### config.mk
export PLATFORM = sky130hd
export DESIGN_NAME = spi_frame_master
export DESIGN_NICKNAME = d
export VERILOG_FILES = /design/src/rtl/spi_fs_pkg.sv /design/src/rtl/spi_fs_tick.sv /design/src/rtl/spi_fs_seq.sv /design/src/rtl/spi_fs_shift.sv /design/src/rtl/spi_frame_master.sv
export SDC_FILE = /design/constraint.sdc
export NUM_CORES = 1
export LEC_CHECK = 0
export BUFFER_PORTS_ARGS = -buffer_cell sky130_fd_sc_hd__buf_4
export CAP_MARGIN = 0
export CORE_ASPECT_RATIO = 0.6
export CORE_MARGIN = 2
export CORE_UTILIZATION = 34
export DETAILED_ROUTE_END_ITERATION = 10
export GPL_TIMING_DRIVEN = 0
export MAX_ROUTING_LAYER = met4
export PLACE_DENSITY_LB_ADDON = 0.3
export REMOVE_ABC_BUFFERS = 1
export SYNTH_ARGS = -nofsm -noshare
export SYNTH_HDL_FRONTEND = slang
export SYNTH_HIERARCHICAL = 1
export SYNTH_SLANG_ARGS = --single-unit
### constraint.sdc
create_clock -name clk -period 6.5 [get_ports clk]
set_input_delay 1.3 -clock clk [delete_from_list [all_inputs] [get_ports clk]]
set_output_delay 1.3 -clock clk [all_outputs]
set_load 0.02 [all_outputs]
### src/rtl/spi_fs_pkg.sv
package spi_fs_pkg;

   typedef enum logic [0:0] {
      ST_IDLE = 1'b0,
      ST_XFER = 1'b1
   } fs_state_t;

   typedef struct packed {
      logic pol;
      logic pha;
   } fs_mode_t;

   localparam logic [1:0] FMT_SPI = 2'b00;

endpackage

### src/rtl/spi_fs_tick.sv
module spi_fs_tick #(
   parameter int DIV_W = 8
) (
   input  logic             clk,
   input  logic             rst_n,
   input  logic             run,
   input  logic [DIV_W-1:0] half,
   output logic             tick
);
   logic [DIV_W-1:0] cnt_q;
   logic             wrap;

   assign wrap = (cnt_q == half - DIV_W'(1));
   assign tick = run && wrap;

   always_ff @(posedge clk or negedge rst_n) begin
      if (!rst_n) begin
         cnt_q <= '0;
      end else if (!run || wrap) begin
         cnt_q <= '0;
      end else begin
         cnt_q <= cnt_q + DIV_W'(1);
      end
   end
endmodule

### src/rtl/spi_fs_seq.sv
module spi_fs_seq #(
   parameter int DATA_W = 8
) (
   input  logic clk,
   input  logic rst_n,
   input  logic load,
   input  logic tick,
   input  logic pha,
   output logic toggle,
   output logic sample,
   output logic shift,
   output logic finish
);
   localparam int EDGES = 2 * DATA_W;
   localparam int SLOTS = EDGES + 2;
   localparam int CNT_W = $clog2(SLOTS + 1);

   logic [CNT_W-1:0] slot_q;
   logic [CNT_W-1:0] nxt;
   logic [CNT_W-1:0] edge_idx;
   logic             in_win;

   // boundary index about to be reached and the clock edge number it carries
   assign nxt      = slot_q + CNT_W'(1);
   assign edge_idx = nxt - CNT_W'(!pha);
   assign in_win   = (edge_idx != '0) && (edge_idx <= CNT_W'(EDGES));

   assign toggle = tick && in_win;
   // phase 0 samples on odd edges, phase 1 on even edges
   assign sample = toggle && (edge_idx[0] ^ pha);
   // launch edges move the next bit only once a sample has been taken
   assign shift  = toggle && !(edge_idx[0] ^ pha) && (edge_idx > CNT_W'(1));
   assign finish = tick && (nxt == CNT_W'(SLOTS));

   always_ff @(posedge clk or negedge rst_n) begin
      if (!rst_n) begin
         slot_q <= '0;
      end else if (load) begin
         slot_q <= '0;
      end else if (tick) begin
         slot_q <= nxt;
      end
   end
endmodule

### src/rtl/spi_fs_shift.sv
module spi_fs_shift #(
   parameter int DATA_W = 8
) (
   input  logic              clk,
   input  logic              rst_n,
   input  logic              load,
   input  logic [DATA_W-1:0] word_in,
   input  logic              shift,
   input  logic              sample,
   input  logic              sdi,
   output logic              sdo,
   output logic [DATA_W-1:0] rx_bits
);
   logic [DATA_W-1:0] tx_q;
   logic [DATA_W-1:0] rx_q;

   assign sdo     = tx_q[DATA_W-1];
   assign rx_bits = rx_q;

   always_ff @(posedge clk or negedge rst_n) begin
      if (!rst_n) begin
         tx_q <= '0;
      end else if (load) begin
         tx_q <= word_in;
      end else if (shift) begin
         tx_q <= {tx_q[DATA_W-2:0], 1'b0};
      end
   end

   always_ff @(posedge clk or negedge rst_n) begin
      if (!rst_n) begin
         rx_q <= '0;
      end else if (sample) begin
         rx_q <= {rx_q[DATA_W-2:0], sdi};
      end
   end
endmodule

### src/rtl/spi_frame_master.sv
module spi_frame_master #(
   parameter int DATA_W = 8,
   parameter int DIV_W  = 8
) (
   input  logic              clk,
   input  logic              rst_n,
   input  logic              start,
   input  logic [DATA_W-1:0] tx_word,
   input  logic [1:0]        fmt,
   input  logic              pol,
   input  logic              pha,
   input  logic [DIV_W-1:0]  half_div,
   input  logic              sdi,
   output logic              ready,
   output logic              done,
   output logic [DATA_W-1:0] rx_word,
   output logic              frm_n,
   output logic              sclk,
   output logic              sdo
);
   import spi_fs_pkg::*;

   generate
      if (DATA_W < 2) begin : g_chk_width
         $error("spi_frame_master: DATA_W must be at least 2");
      end
      if (DIV_W < 1) begin : g_chk_div
         $error("spi_frame_master: DIV_W must be at least 1");
      end
   endgenerate

   fs_state_t         state_q;
   fs_mode_t          mode_live;
   fs_mode_t          mode_q;
   logic [DIV_W-1:0]  half_live;
   logic [DIV_W-1:0]  half_q;
   logic              pol_q;
   logic              pha_q;
   logic              accept;
   logic              running;
   logic              tick;
   logic              toggle;
   logic              sample;
   logic              shift;
   logic              finish;
   logic              sclk_q;
   logic              frm_q;
   logic              done_q;
   logic [DATA_W-1:0] rx_q;
   logic [DATA_W-1:0] rx_bits;

   // options apply only in the SPI format; otherwise mode 0
   assign mode_live.pol = (fmt == FMT_SPI) ? pol : 1'b0;
   assign mode_live.pha = (fmt == FMT_SPI) ? pha : 1'b0;
   assign half_live     = (half_div == '0) ? DIV_W'(1) : half_div;

   assign running = (state_q == ST_XFER);
   assign accept  = start && !running;
   assign pol_q   = mode_q.pol;
   assign pha_q   = mode_q.pha;

   spi_fs_tick #(.DIV_W(DIV_W)) u_tick (
      .clk   (clk),
      .rst_n (rst_n),
      .run   (running),
      .half  (half_q),
      .tick  (tick)
   );

   spi_fs_seq #(.DATA_W(DATA_W)) u_seq (
      .clk    (clk),
      .rst_n  (rst_n),
      .load   (accept),
      .tick   (tick),
      .pha    (mode_q.pha),
      .toggle (toggle),
      .sample (sample),
      .shift  (shift),
      .finish (finish)
   );

   spi_fs_shift #(.DATA_W(DATA_W)) u_shift (
      .clk     (clk),
      .rst_n   (rst_n),
      .load    (accept),
      .word_in (tx_word),
      .shift   (shift),
      .sample  (sample),
      .sdi     (sdi),
      .sdo     (sdo),
      .rx_bits (rx_bits)
   );

   always_ff @(posedge clk or negedge rst_n) begin
      if (!rst_n) begin
         state_q <= ST_IDLE;
         mode_q  <= '0;
         half_q  <= DIV_W'(1);
         sclk_q  <= 1'b0;
         frm_q   <= 1'b1;
         done_q  <= 1'b0;
         rx_q    <= '0;
      end else begin
         done_q <= 1'b0;
         if (accept) begin
            state_q <= ST_XFER;
            mode_q  <= mode_live;
            half_q  <= half_live;
            sclk_q  <= mode_live.pol;
            frm_q   <= 1'b0;
         end else if (running) begin
            if (toggle) begin
               sclk_q <= ~sclk_q;
            end
            if (finish) begin
               state_q <= ST_IDLE;
               frm_q   <= 1'b1;
               done_q  <= 1'b1;
               rx_q    <= rx_bits;
            end
         end
      end
   end

   assign ready   = !running;
   assign done    = done_q;
   assign rx_word = rx_q;
   assign frm_n   = frm_q;
   assign sclk    = running ? sclk_q : mode_live.pol;
endmodule

# == Yosys cells after proc, flatten, opt, wreduce, memory -nomap -nowiden ==
# Cells that the tools add are included.
# word_totals
regBits,50
in_bits,24
output_inout_bits,13
elab_cells,66
# classes
n_addsub,4
magnitude_cmp,2
eq_ne,2
mux,21
n_bitwise,3
reduce_logical,23
# ops
cell,n
$mux 8,4
$mux 1,15
$mux 5,2
$reduce_bool 2->1,5
$add 8x1->8 const B,1
$eq 8x8->1,1
$logic_and 1x1->1,8
$logic_not 8->1,1
$sub 8x1->8 const B,1
$add 5x1->5 const B,1
$eq 5x5->1 const B,1
$gt 5x1->1 const B,1
$le 5x5->1 const B,1
$reduce_bool 5->1,1
$sub 5x1->5,1
$reduce_and 2->1,2
$logic_not 1->1,3
$reduce_and 3->1,1
$logic_not 2->1,1
$not 1->1,2
$logic_or 1x1->1,1
$xor 1x1->1,1

# == Depth between registers and ports, before layout ==
# Gate-level depths: netlist (run 1).
# logic_depth
word_depth,9
mapped_depth,14
mapped_depth_nobuf,11

# == By module ==
# Netlist (run 1), hierarchy kept.
# by_module_without_submodules
mod,n_inst,cells_each,area_per_inst_um2
spi_frame_master,1,76,865.8
spi_fs_tick,1,77,701.9
spi_fs_shift,1,51,700.7
spi_fs_seq,1,68,606.8

# == Least setup slack after synthesis (run 1) ==
# OpenSTA, ideal clock, no wires.
# synth_path
path_kind,input to output
start,in fmt[1]
end,out sclk
arrival_time_ns,2.021
t_required_ns,5.200
path_slack_ns,3.179
path_stages,3
path_buffers,0
cell_sequence,nor2_1 > nand2_1 > o21ai_0
# synth_between
elab_chain_len,3
# synth_rtl
element,line,source
from (decl),spi_frame_master.sv:9,"input logic [1:0] fmt,"
$logic_not 2->1,spi_frame_master.sv:53,assign mode_live.pol = (fmt == FMT_SPI) ? pol : 1'b0;
$mux 1,spi_frame_master.sv:53,
$mux 1,spi_frame_master.sv:129,assign sclk = running ? sclk_q : mode_live.pol;
to (decl),spi_frame_master.sv:18,"output logic sclk,"
# Every way passes these cells.

# == Worst setup path in the final report (run 1) ==
# layout_path
start,reg half_q[0]
end,reg u_shift.rx_q[3] (netlist: u_shift/rx_bits[3])
# layout_between
elab_chain_len,5
# layout_rtl
element,line,source
from (decl),spi_frame_master.sv:36,logic [DIV_W-1:0] half_q;
from (signal assigned),spi_frame_master.sv:108,half_q <= half_live;
$sub 8x1->8,spi_fs_tick.sv:13,assign wrap = (cnt_q == half - DIV_W'(1));
$eq 8x8->1,spi_fs_tick.sv:13,
$logic_and 1x1->1,spi_fs_tick.sv:14,assign tick = run && wrap;
via tick,spi_frame_master.sv:41,logic tick;
$logic_and 1x1->1,spi_fs_seq.sv:28,assign toggle = tick && in_win;
$logic_and 1x1->1,spi_fs_seq.sv:30,assign sample = toggle && (edge_idx[0] ^ pha);
via sample,spi_frame_master.sv:43,logic sample;
to (signal assigned),spi_fs_shift.sv:34,"rx_q <= {rx_q[DATA_W-2:0], sdi};"
to (decl),spi_fs_shift.sv:15,logic [DATA_W-1:0] rx_q;
# The timed path passes the listed nets, and every way through them passes these cells.
# A chain may end at the register's enable or synchronous reset.

==> results of run 1 <==
==> final cells by class <==
class | instances | area [um2]
fill | 784 | 4730
timing repair buffer | 37 | 275
clock inverter | 2 | 16.3
inverter | 8 | 32.5
multi-input combinational | 201 | 1450
sequential | 50 | 1250
clock buffer | 6 | 139
tap | 108 | 135
==> cells by family after synthesis <==
kind of cell	after synthesis	share of synthesized area
fa+ha+maj	6	0.0261
simple gates	104	0.181
xor+xnor	26	0.0918
flops	50	0.436
mux	23	0.0975
buf+inv	21	0.0583
compound gates	42	0.109
==> cell usage after synthesis (2+ instances only) <==
master	count	area share
a211oi_1	2	0.0052
nand2_1	46	0.060
buf_6	6	0.023
xnor2_2	2	0.011
nand3_2	3	0.010
and3_1	6	0.013
xnor2_1	11	0.034
nand3_1	9	0.016
nor3_2	2	0.0070
xor2_1	11	0.034
nor3_1	3	0.0052
a32oi_1	2	0.0061
mux2_2	8	0.031
nand4_1	2	0.0044
buf_8	2	0.010
o21ai_0	4	0.0070
mux2_4	8	0.042
nand2b_1	5	0.011
dfrtp_1	48	0.42
ha_1	6	0.026
mux2i_1	7	0.024
a21oi_1	10	0.017
nand3b_1	2	0.0052
inv_1	7	0.0091
o21ai_1	8	0.014
nor2_1	16	0.021
buf_4	2	0.0052
dfstp_2	2	0.018
==> state kept, by name, summed over array words and instances, names as in the netlist, 5 cells and up <==
register and cells:
u_shift/tx_q 8, u_seq/slot_q 5, half_q 8, rx_word 8
u_tick/cnt_q 8, u_shift/rx_bits 8
==> worst paths after layout <==
check	start	endpoint	slack, ps	depth (start not counted)
worst min-delay path	rx_word[7]	rx_word[7]	520	1
max in group asynchronous	rst_n	u_tick/cnt_q[4]	5060	1
worst min register to register	rx_word[7]	rx_word[7]	520	1
worst max register to register	half_q[0]	u_shift/rx_bits[3]	2700	11
min in group asynchronous	rst_n	rx_word[4]	1030	1
worst max-delay path	half_q[0]	u_shift/rx_bits[3]	2700	11
==> through the flow <==
| step | utilization | cell area [um2] |
|---|---|---|
| 2_1_floorplan | - | 2740 |
| 3_3_place_gp | 0.391 | 3150 |
| 3_5_place_dp | 0.391 | 3150 |
| 4_1_cts | 0.411 | 3300 |
| 5_1_grt | 0.411 | 3310 |
| 6_report | 0.411 | 3310 |
==> where the power goes <==
part	leakage [nW]	internal [W]	switching, W	total (W)
Clock	0.0735	0.000155	0.000119	0.000273
Combinational	0.796	0.000236	0.000254	0.000490
Sequential	0.638	0.000396	0.000114	0.000510
==> worst max-delay path: cells and delay by family, from the launching register on <==
family	cells	cell delay [ps]
compound gates	3	1210
simple gates	5	1170
flops	1	590
mux	1	350
fa+ha+maj	1	290
buf+inv	1	60
==> metal layers <==
metal  share of wire  GRT usage  up-vias
met2            0.41      0.196       44
met5               0          -        -
met1            0.53      0.201      942
li1                -          -      998
met4          0.0082     0.0345        0
met3           0.055     0.0386        5
==> out/qor.yml, run 1 <==
cts:
  tritoncts: "yes"
  ctsLongestPathBuffers: 2
  clk_pin_slew_ps: 70
  cts-root-buf: "clkbuf_16"
  htree_levels: 2
  cts-resized-gates: 0
  numCtsBuffers: 5
  insertion_delay_ps: 290
  clock-sinks: 50
  hold_buffers: 0
  post-cts-setup-buffers: 0
cells_and_area:
  diodes: 0
  final_nets: 333
  final_common_cell: "dfrtp_1"
  mostFrequentLayoutCells: "48 x dfrtp_1, 46 x nand2_1, 36 x buf_4"
  stdcell_count: 412
  drive_above_1_share: 0.266
  area_delta_synth_final_pct: 15.0
global_route:
  antenna_found_initial: 0
  grt_max_degree: 51
  grt_pass1_wl_um: 9620
  grt_usage: 0.141
  grt_overflow_total: 0
  grt_pass1_vias: 1992
floorplan:
  dieArea_mm2: 0.00923
  num_rows: 25
  io-pin-count: 37
  die_w_um: 123
  core_mm2: 0.00804
  chipHeight_um: 75.2
  initial_utilization: 0.358
critical_path:
  worst_ep_required_time_ps: 6680
  critPathKind: "reg -> reg"
  crit_path_cell_trace: "inv_1 > ha_1 > nand2b_1 > nand3_1 > o21ai_1 > a2111oi_4 > and3_1 > nand3_1 > nor3_1 > a311o_1 > mux2_4"
  crit_fanout: 12
  cp_slowest_stage_delay_ps: 610
  critical_path_arrival_ps: 3980
  slowest_stage: "a2111oi_4"
  start_kind: "flop"
  cpMostUsedCell: "nand3_1"
  worstSetupEndpointType: "flop"
timing:
  worstMarginPinSlew_ps: 639
  drv_slew: 0
  whs_ps: 516
  setup_tns_ps: 0
  max_slew_margin: 0.574
  rsz0062_at_grt: "no"
  clock_skew_ps: 3.94
  setup_viol: 0
  hold_viol_final: 0
  finalCriticalPeriod_ps: 3800
  fmax_ghz: 0.263
  finalCritPeriodShare: 0.585
  setup_ws_ps: 2700
drt:
  drt_pass1_iterations: 4
  ant_nets: 0
  wirelength_um: 5580
  route.vias.total: 1989
  first_iter_violations: 131
  via_per_inst: 4.83
  drc_errors: 0
  wl_per_cell_um: 13.6
flow_run:
  maxCapViolations: 0
yosys:
  synth_edf_count: 0
  async_reset_ff_frac: 1.00
  ys_warn_count: 6
  synth_cells: 272
  postSynthAreaPerCell_um2: 10.6
  synth_ff_type: "dfrtp_1"
  synth.distinct_cells: 60
  synth-seq-area-share: 0.436
  yosys_register_bits: 50
  syn_area_mm2: 0.00288
power:
  max-vdd-ir-drop_v: 0.000133
  p_per_area_mw_per_mm2: 386
  p_total_w: 0.00127
  power.leakage_nw: 1.51
place:
  place.gp.congestion: 0.751
  dp_slack_ps: 2430
  portBuffers: 36
  dp.cells: 403
  dpl.hpwl_um: 3960
worst_hold_path:
  hold_class: "reg -> reg"
status:
  run_status: "complete, no violations"
(Power assumes the default switching activity.)
==> run 2: changes to the inputs <==
clock period = 3.3 ns   (was 6.5 ns; I/O delays follow)
==> out/qor.yml, run 2 (synthesis gave the netlist of run 1 again) <==
floorplan:
  initial_utilization: 0.358  # unchanged
  core_mm2: 0.00804  # unchanged
  dieArea_mm2: 0.00923  # unchanged
  io-pin-count: 37  # unchanged
  die_w_um: 123  # unchanged
  chipHeight_um: 75.2  # unchanged
  num_rows: 25  # unchanged
power:
  p_per_area_mw_per_mm2: 756  # +96%
  max-vdd-ir-drop_v: 0.000262  # +97%
  power.leakage_nw: 1.52  # +0.63%
global_route:
  grt_usage: 0.142  # +0.00120
  grt_overflow_total: 0  # unchanged
  grt_max_degree: 51  # unchanged
  antenna_found_initial: 0  # unchanged
  grt_pass1_wl_um: 9720  # +1.0%
  grt_pass1_vias: 2002  # +0.50%
timing:
  finalCritPeriodShare: 0.939  # +0.354
  worstMarginPinSlew_ps: 623  # -15.8 ps
  rsz0062_at_grt: "no"
  setup_tns_ps: 0  # unchanged
  setup_viol: 0  # unchanged
  drv_slew: 0  # unchanged
  fmax_ghz: 0.323  # +23%
  max_slew_margin: 0.585  # +0.0105
  finalCriticalPeriod_ps: 3100  # -701 ps
  clock_skew_ps: 3.49  # -0.458 ps
  hold_viol_final: 0  # unchanged
  whs_ps: 386  # -130 ps
cts:
  clk_pin_slew_ps: 70  # about the same
  htree_levels: 2  # unchanged
  insertion_delay_ps: 290  # about the same
  clock-sinks: 50  # unchanged
  numCtsBuffers: 5  # unchanged
  tritoncts: "yes"
  ctsLongestPathBuffers: 2  # unchanged
  cts-root-buf: "clkbuf_16"
  hold_buffers: 0  # unchanged
cells_and_area:
  fin_area_mm2: 0.00335  # +1.2%
  diodes: 0  # unchanged
  mostFrequentLayoutCells: "48 x dfrtp_1, 46 x nand2_1, 37 x buf_4"
  drive_above_1_share: 0.279  # +0.0122
  final_nets: 334  # +0.30%
  area_delta_synth_final_pct: 16.4
  final_common_cell: "dfrtp_1"
  stdcell_count: 413  # +0.24%
  fillers: 782  # -0.26%
critical_path:
  start_kind: "flop"
  worst_ep_required_time_ps: 3480  # -3200 ps
  critical_path_arrival_ps: 3280  # -700 ps
  critPathKind: "reg -> reg"
  crit_fanout: 12  # unchanged
  worstSetupEndpointType: "flop"
worst_hold_path:
  hold_class: "in -> async"
drt:
  wl_per_cell_um: 13.6  # +0.26%
  wirelength_um: 5610  # +0.50%
  route.vias.total: 1984  # -0.25%
  via_per_inst: 4.80  # -0.49%
  ant_nets: 0  # unchanged
  first_iter_violations: 116  # -11%
  drc_errors: 0  # unchanged
  drt_pass1_iterations: 4  # unchanged
place:
  dp.cells: 403  # unchanged
  postPlaceCellArea_mm2: 0.00315  # unchanged
  dpl.hpwl_um: 3960  # unchanged
  place.gp.congestion: 0.751  # unchanged
  portBuffers: 36  # unchanged
status:
  run_status: "complete, no violations"
flow_run:
  maxCapViolations: 0  # unchanged
## run 2: changes by cell type in the layout (fill, tap and decap cells not counted), sizes merged
cell and change:
buf +1
## run 2: final timing paths
path	startpoint	endpoint	slack, ps	cells after the start
min in group clk	rx_word[7]	rx_word[7]	520	1
hold reg to reg	rx_word[7]	rx_word[7]	520	1
max in group asynchronous	rst_n	u_tick/cnt_q[4]	2500	1
setup reg to reg	half_q[0]	u_shift/rx_bits[3]	200	12
hold / removal	rst_n	rx_word[4]	390	1
setup / recovery	half_q[0]	u_shift/rx_bits[3]	200	12
## run 2: critical path: stages, from the launching register on
cell	delay, ps
dfstp_2	590
inv_1	60
ha_1	290
nand2b_1	180
nand3_1	80
o21ai_1	90
a2111oi_4	450
and3_4	350
nand3_1	140
nor3_1	160
a311o_2	160
buf_12	140
mux2_4	300
## run 2: layout make-up
cell class                      count  area (um2)  share of cell area
Clock buffer                        6         139              0.0415
Sequential cell                    50        1250               0.375
Inverter                            8        32.5             0.00972
Tap cell                          108         135              0.0404
Multi-Input combinational cell    201        1470               0.440
Clock inverter                      2        16.3             0.00486
Timing Repair Buffer               38         298              0.0890
## run 2: routing by layer
metal | up-vias | part of all wire | track usage
li1 | 999 | - | -
met1 | 939 | 0.52 | 0.203
met2 | 41 | 0.41 | 0.198
met3 | 5 | 0.056 | 0.0386
met4 | 0 | 0.0082 | 0.0345
met5 | - | 0 | -
## run 2: power breakdown
| part | internal (W) | switching (W) |
|---|---|---|
| sequential | 0.000781 | 0.000224 |
| combinational | 0.000472 | 0.000515 |
| clock | 0.000305 | 0.000232 |
| total | 0.00156 | 0.000972 |
## run 2: timing repair
| action | 4_1_cts | 5_1_grt |
|---|---|---|
| pin swaps | 1 | 2 |
| setup endpoints to repair | 24 | 15 |
| gates cloned | 0 | 0 |
| setup buffers | 1 | 1 |
| gates resized for setup | 4 | 2 |
## run 2: per-stage QoR
step,utilization,setup WS (ps),power (W)
3_3_place_gp,0.391,-710,0.00195
4_1_cts,0.412,49.1,0.00254
2_1_floorplan,-,-117,0.00174
3_5_place_dp,0.391,-775,0.00198
6_report,0.416,202,0.00253
5_1_grt,0.416,2.89,0.00273
==> run 3: changes to the inputs <==
CELL_PAD_IN_SITES_DETAIL_PLACEMENT = 0   (was default)
CELL_PAD_IN_SITES_GLOBAL_PLACEMENT = 1   (was default)
==> out/qor.yml, run 3 (synthesis gave the netlist of run 1 again) <==
cts:
  insertion_delay_ps: 290  # about the same
  tritoncts: "yes"
  clk_pin_slew_ps: 70  # about the same
  ctsLongestPathBuffers: 2  # unchanged
  cts-root-buf: "clkbuf_16"
  htree_levels: 2  # unchanged
  clock-sinks: 50  # unchanged
  numCtsBuffers: 5  # unchanged
global_route:
  antenna_found_initial: 0  # unchanged
  grt_usage: 0.142  # +0.000441
  grt_pass1_wl_um: 9690  # -0.22%
  grt_max_degree: 51  # unchanged
  grt_pass1_vias: 1821  # -9.0%
  grt_overflow_total: 0  # unchanged
critical_path:
  reg2reg_from: "half_q[0]"
  regToRegSetupSlack_ps: 140  # -60 ps
  critical_path_arrival_ps: 3340  # +60 ps
  start_kind: "flop"
  reg2regPathDepth: 12  # unchanged
  crit_fanout: 12  # unchanged
  worstSetupEndpointType: "flop"
  reg2reg_to: "u_shift/rx_bits[3]"
  worst_ep_required_time_ps: 3480  # about the same
  critPathKind: "reg -> reg"
floorplan:
  num_rows: 25  # unchanged
  dieArea_mm2: 0.00923  # unchanged
  io-pin-count: 37  # unchanged
  chipHeight_um: 75.2  # unchanged
  initial_utilization: 0.358  # unchanged
  core_mm2: 0.00804  # unchanged
  die_w_um: 123  # unchanged
drt:
  via_per_inst: 4.81  # +0.20%
  ant_nets: 0  # unchanged
  drt_pass1_iterations: 4  # unchanged
  drc_errors: 0  # unchanged
  route.vias.total: 1988  # +0.20%
  first_iter_violations: 97  # -16%
  wirelength_um: 5860  # +4.4%
  wl_per_cell_um: 14.2  # +4.4%
cells_and_area:
  area_delta_synth_final_pct: 17.0
  final_nets: 334  # unchanged
  diodes: 0  # unchanged
  drive_above_1_share: 0.279  # unchanged
  mostFrequentLayoutCells: "48 x dfrtp_1, 46 x nand2_1, 37 x buf_4"
  final_common_cell: "dfrtp_1"
  final_util: 0.419  # +0.00233
timing:
  finalCriticalPeriod_ps: 3160  # +61.8 ps
  setup_ws_ps: 140  # -61.8 ps
  fmax_ghz: 0.316  # -2.0%
  max_slew_margin: 0.568  # -0.0165
  rsz0062_at_grt: "no"
  setup_viol: 0  # unchanged
  hold_viol_final: 0  # unchanged
  finalCritPeriodShare: 0.958  # +0.0187
  clock_skew_ps: 6.68  # +3.20 ps
  drv_slew: 0  # unchanged
  worstMarginPinSlew_ps: 648  # +24.8 ps
place:
  dpl.hpwl_um: 4070  # +2.9%
  place.gp.congestion: 0.763  # +1.6%
  portBuffers: 36  # unchanged
  dp_slack_ps: -511  # +264 ps
power:
  power.leakage_nw: 1.53  # +0.56%
  max-vdd-ir-drop_v: 0.000254  # -3.1%
  p_per_area_mw_per_mm2: 774  # +2.4%
status:
  run_status: "complete, no violations"
worst_hold_path:
  hold_class: "in -> async"
flow_run:
  maxCapViolations: 0  # unchanged
[run 3: what timing repair did]
action                                  in CTS  in global routing
buffers inserted                             1                  1
endpoints found under the setup margin      24                 23
hold buffers                                 0                  0
pin swaps                                    1                  1
gates resized for setup                      4                  1
[run 3: per-layer routing]
metal	part of all wire	wire, um	up-vias	track usage
met5	0	0	-	-
met4	0.0061	36	0	0.0268
met3	0.062	362	5	0.0424
met2	0.35	2060	45	0.171
met1	0.58	3400	935	0.225
li1	-	-	1003	-
[run 3: how the worst max path moves through the flow]
stage              start                  to  slack (ps)
6_report       half_q[0]  u_shift/rx_bits[3]         140
3_3_place_gp   half_q[0]     u_shift/tx_q[3]        -900
2_1_floorplan  half_q[0]     u_shift/tx_q[1]        -120
5_1_grt        half_q[0]  u_shift/rx_bits[7]          20
3_5_place_dp   half_q[0]     u_shift/tx_q[2]        -510
4_1_cts        half_q[0]  u_shift/rx_bits[6]          40
[run 3: worst max-delay path, cell delays in order (launching register included)]
cell and delay [ps]:
dfstp_2 590, inv_1 60, ha_1 310, o21bai_1 210
a211oi_1 300, a211oi_2 90, o22ai_4 270, and3_4 330
nand3_1 130, nor3_1 160, a311o_2 170, buf_12 140
mux2_4 290
[run 3: layout make-up]
cell class	count	area, um2
tap	108	135
clock inverter	3	48.8
sequential	50	1250
fill	797	4670
inverter	8	32.5
timing repair buffer	38	298
clock buffer	5	125
multi-input combinational	201	1470
[run 3: metrics by stage]
step                total power (W)  TNS (ps)  hold WS (ps)  instances  area [um2]
floorplan                   0.00174      -844           364        259        2740
global placement            0.00197    -11850           487        403        3150
detailed placement          0.00199     -8980           492        403        3150
CTS                         0.00262         0           426        412        3340
global route                0.00281         0           447        413        3360
finish                      0.00260         0           392        413        3360
[run 3: report_power, final]
| group | leakage [nW] | total [W] | switching (W) | internal (W) |
|---|---|---|---|---|
| logic | 0.806 | 0.000983 | 0.000511 | 0.000472 |
| clock network | 0.0819 | 0.000609 | 0.000246 | 0.000363 |
| registers | 0.638 | 0.00101 | 0.000232 | 0.000780 |
| total | 1.53 | 0.00260 | 0.000989 | 0.00162 |
